### src/rtl/dram_size_map.sv
module dram_size_map #(
  parameter int KB_W   = 16,
  parameter int ADDR_W = 32
) (
  input  logic                clk,
  input  logic                rst_n,
  input  logic                start,
  input  logic [7:0]          cfg_a,
  input  logic [7:0]          cfg_b,
  input  logic [4*KB_W-1:0]   bank_kb,
  input  logic [ADDR_W-1:0]   addr,
  output logic                busy,
  output logic                done,
  output logic                low_en,
  output logic                ext_en,
  output logic [KB_W+1:0]     ext_kb,
  output logic                addr_hit
);

  localparam int NB      = 4;
  localparam int TOT_W   = KB_W + 2;
  localparam int ONE_MB  = 1024;
  localparam int LOW_TOP = 'hA0000;
  localparam int EXT_BOT = 'h100000;

  logic [11:0]         codes_q;
  logic [NB*KB_W-1:0]  kb_q;
  logic [1:0]          idx;
  logic [TOT_W-1:0]    acc;

  logic [2:0]          code;
  logic [TOT_W-1:0]    code_kb;
  logic [TOT_W-1:0]    inst_kb;
  logic [TOT_W-1:0]    part;
  logic [TOT_W-1:0]    sum;

  logic unused_cfg_bits;
  assign unused_cfg_bits = ^{cfg_a[7], cfg_a[3], cfg_b[7], cfg_b[3]};

  assign code    = codes_q[idx*3 +: 3];
  assign code_kb = (code < 3'd2) ? '0 : (TOT_W'(ONE_MB) << (code - 3'd2));
  assign inst_kb = TOT_W'(kb_q[idx*KB_W +: KB_W]);
  assign part    = (inst_kb < code_kb) ? inst_kb : code_kb;
  assign sum     = acc + part;

  always_ff @(posedge clk) begin
    if (!rst_n) begin
      codes_q <= '0;
      kb_q    <= '0;
      idx     <= '0;
      acc     <= '0;
      busy    <= 1'b0;
      done    <= 1'b0;
      low_en  <= 1'b0;
      ext_en  <= 1'b0;
      ext_kb  <= '0;
    end else begin
      done <= 1'b0;
      if (busy) begin
        acc <= sum;
        idx <= idx + 2'd1;
        if (idx == 2'(NB - 1)) begin
          busy   <= 1'b0;
          done   <= 1'b1;
          low_en <= (sum >= TOT_W'(ONE_MB));
          ext_en <= (sum >  TOT_W'(ONE_MB));
          ext_kb <= (sum >  TOT_W'(ONE_MB)) ? sum - TOT_W'(ONE_MB) : '0;
        end
      end else if (start) begin
        busy    <= 1'b1;
        idx     <= '0;
        acc     <= '0;
        codes_q <= {cfg_b[6:4], cfg_b[2:0], cfg_a[6:4], cfg_a[2:0]};
        kb_q    <= bank_kb;
      end
    end
  end

  logic [ADDR_W:0] ext_end;
  assign ext_end  = (ADDR_W+1)'(EXT_BOT) + ((ADDR_W+1)'(ext_kb) << 10);
  assign addr_hit = (low_en && (addr < ADDR_W'(LOW_TOP))) ||
                    (ext_en && (addr >= ADDR_W'(EXT_BOT)) && ({1'b0, addr} < ext_end));

endmodule


### config.mk
export PLATFORM = sky130hd
export DESIGN_NAME = dram_size_map
export DESIGN_NICKNAME = d
export VERILOG_FILES = /design/src/rtl/dram_size_map.sv
export SDC_FILE = /design/constraint.sdc
export NUM_CORES = 1
export LEC_CHECK = 0
export ABC_AREA = 1
export BUFFER_PORTS_ARGS = -buffer_cell sky130_fd_sc_hd__buf_2
export CELL_PAD_IN_SITES_DETAIL_PLACEMENT = 1
export CELL_PAD_IN_SITES_GLOBAL_PLACEMENT = 1
export CORE_MARGIN = 2
export CORE_UTILIZATION = 42
export DETAILED_ROUTE_END_ITERATION = 8
export MAX_ROUTING_LAYER = met4
export PLACE_DENSITY = 0.95
export RECOVER_POWER = 50
export SKIP_CTS_REPAIR_TIMING = 1
export SLEW_MARGIN = 30
export SYNTH_ARGS = -nofsm -noshare
export SYNTH_HDL_FRONTEND = slang
export SYNTH_SLANG_ARGS = --single-unit
### constraint.sdc
create_clock -name clk -period 8.15 [get_ports clk]
set_input_delay 1.2225 -clock clk [delete_from_list [all_inputs] [get_ports clk]]
set_output_delay 1.2225 -clock clk [all_outputs]
set_load 0.01 [all_outputs]
==> results.toml <==
[yosys]
synth_nets = 1242
synth-edff-count = 0
synthArstFlopShare_pct = 0
yosys_warnings = 0
yosysUniqueCellTypes = 40
syn_inst = 1082
synth_ff_type = "dfxtp_1"
yosysTopAreaCell = "dfxtp_1"
yosysSeqAreaShare_pct = 33.95
ys_ff_latch = 118
yosysMostFrequentCell = "nand2_1"
synth.avg_cell_area_um2 = 6.431
synth.cell_area_um2 = 6958
yosys-top-cells-area = "dfxtp_1, nand2_1, nor2_1"
synth_top_area_share_pct = 33.95
synthTopCellsByCount = "nand2_1, nor2_1, dfxtp_1"

[critical_path]
crit-reg2reg-capture = "low_en"
crit_buf_inv = 5
regToRegSetupSlack_ns = 0.84
critical-path-slowest-cell = "inv_1"
r2r-start = "idx[1]"
crit_path_max_incr_delay_ns = 0.52
cp_top_family = "simple AND/OR/NAND/NOR gates"
cp.required_ns = 8.42
reg2regPathDepth = 35
critPathCaptureType = "flip-flop"
cp_max_fo = 21
crit_type = "reg2reg"
crit_arrival_ns = 7.58
startpoint_type = "flip-flop"
crit_path_frequent_cell = "nand2_1"
critPathLaunch = "idx[1]"

[timing]
setup_tns_ns = 0
max_freq_mhz = 136.9
worst_pin_slew_ns = 2.175
layout_min_cycle_time_ns = 7.306
setup_viol_count_final = 0
post-route-period-util_pct = 89.65
maxSlewHeadroom_pct = -45.00
rsz0062_at_grt = "no"
slew_violations = 99
hold_viol = 0
setup_ws_ns = 0.8437
clock_skew_ns = 0.01296

[grt]
grt_pass1_wl_um = 41800
gr-max-usage-layer = "met2"
use_met2_pct = 53.45
grt_max_degree = 78
gr-usage-met3_pct = 7.395
grt_util_met1_pct = 32.26
overflow = 0
gr-usage-all-layers_pct = 30.77
grt_antenna_before_repair = 0
grt_pass1_vias = 8522

[pwr]
power_leakage_nw = 4.018
ir_drop_v = 0.0001480
power.total_mw = 1.950
powerDensity_nw_per_um2 = 234.0

[floorplanning]
fp-row-count = 47
ios = 138
die_x_um = 132.7
core_area_um2 = 16410
start_util_pct = 42.41
dieArea_um2 = 17610
die_h_um = 132.7

[placement]
post-place-ws_ns = 1.208
port_buffers = 123
place.gp.congestion = 0.9209
hpwl_um = 16730

[hold_path]
min-delay-start = "acc[11]"
hold_depth = 2
hold_path_end = "acc[11]"
hold_path_class = "reg2reg"

[clock_tree]
clock_latency_ns = 0.43
clk_pin_slew_worst_paths_ns = 0.06
cts_buffers = 17
cts_num_sinks = 118
cts_tree = "done"
cts.path.max_buffers = 2
root_buffer = "clkbuf_16"
cts_htree_levels = 4

[layout]
fillers = 2204
area_growth_pct = 19.80
layout-drive-gt1-share_pct = 13.90
antennaDiodeCount = 0
nets = 1342
post-route-util_pct = 50.80

[routing]
vias_per_cell = 5.568
routed_wl_um = 25630
wl_per_cell_um = 18.13
first_pass_iters = 5
antenna_left = 0
drtIter0Drc = 378
drcViolationCount = 0
vias = 7873

[flow_run]
drv_cap = 2

[status]
status = "finished with violations"
violations = "max-capacitance violations, max-slew violations"
registers in the layout, summed over array words and instances, names as in the netlist:
signal and count:
kb_q 64, acc 18, ext_kb 18, codes_q 12, idx 2, busy 1, done 1, ext_en 1
low_en 1
through the flow:
| step | instance area, um2 | hold slack, ns | cells |
|---|---|---|---|
| floorplan | 6958 | 0.4453 | 1082 |
| global placement | 7712 | 0.4576 | 1383 |
| detailed placement | 7715 | 0.4646 | 1383 |
| CTS | 8364 | 0.4739 | 1414 |
| global route | 8335 | 0.5004 | 1414 |
| finish | 8335 | 0.4721 | 1414 |
cell families after synthesis:
group	after synthesis	synth area share, %
other	1	0.05390
flip-flops	118	33.95
buffers and inverters	135	7.499
XOR/XNOR	6	0.7553
adder cells (fa/ha/maj)	45	8.200
AND/OR/NAND/NOR	593	35.75
AO/OA/AOI/OAI	184	13.79
worst max path at each step:
stage,to,cells after the start
after floorplan,ext_kb[10],33
after detailed placement,ext_kb[6],31
after global placement,ext_kb[2],31
final,low_en,35
after CTS,low_en,35
after global routing,ext_kb[9],35
tightest hold or removal path, stage by stage, from the launching register on:
cell and delay (ns):
dfxtp_1 0.31, nand2_1 0.06, a21oi_1 0.06
cell type report:
cell class | instances | area, um2 | share of cell area, %
multi-input cells | 829 | 4089 | 49.05
flip-flops and latches | 118 | 2362 | 28.34
repair buffers | 130 | 634.4 | 7.610
clock buffers | 17 | 425.4 | 5.104
inverters | 86 | 325.3 | 3.903
well taps | 220 | 275.3 | 3.302
clock inverters | 14 | 224.0 | 2.687
power by group:
part | internal, mW | switching [mW]
Sequential | 0.614 | 0.0253
Clock | 0.544 | 0.305
Combinational | 0.142 | 0.320
Total | 1.30 | 0.651
layout by cell type, fill, tap and decap left out, types with 2 or more instances in the layout:
master,instances
nor2_2,6
clkbuf_1,23
nor3_1,14
inv_1,75
buf_2,102
inv_6,2
nor2_4,4
dfxtp_1,118
bufinv_16,5
and2_1,3
ha_1,44
nand3_1,42
xor2_1,5
nand2_1,282
nand2_2,2
nand4_1,24
nand3b_1,8
nor2_1,199
inv_2,9
buf_4,5
o221ai_1,2
a21oi_1,63
clkbuf_16,17
clkinv_4,5
nor4_1,3
o21a_1,2
o22ai_1,7
o21ai_0,104
metal layers:
metal	up-vias	routed length (um)
met1	3763	10080
met3	105	1530
li1	3713	-
met4	0	1273
met2	292	12740
met5	-	0
Power figures use the tool's default switching activity.
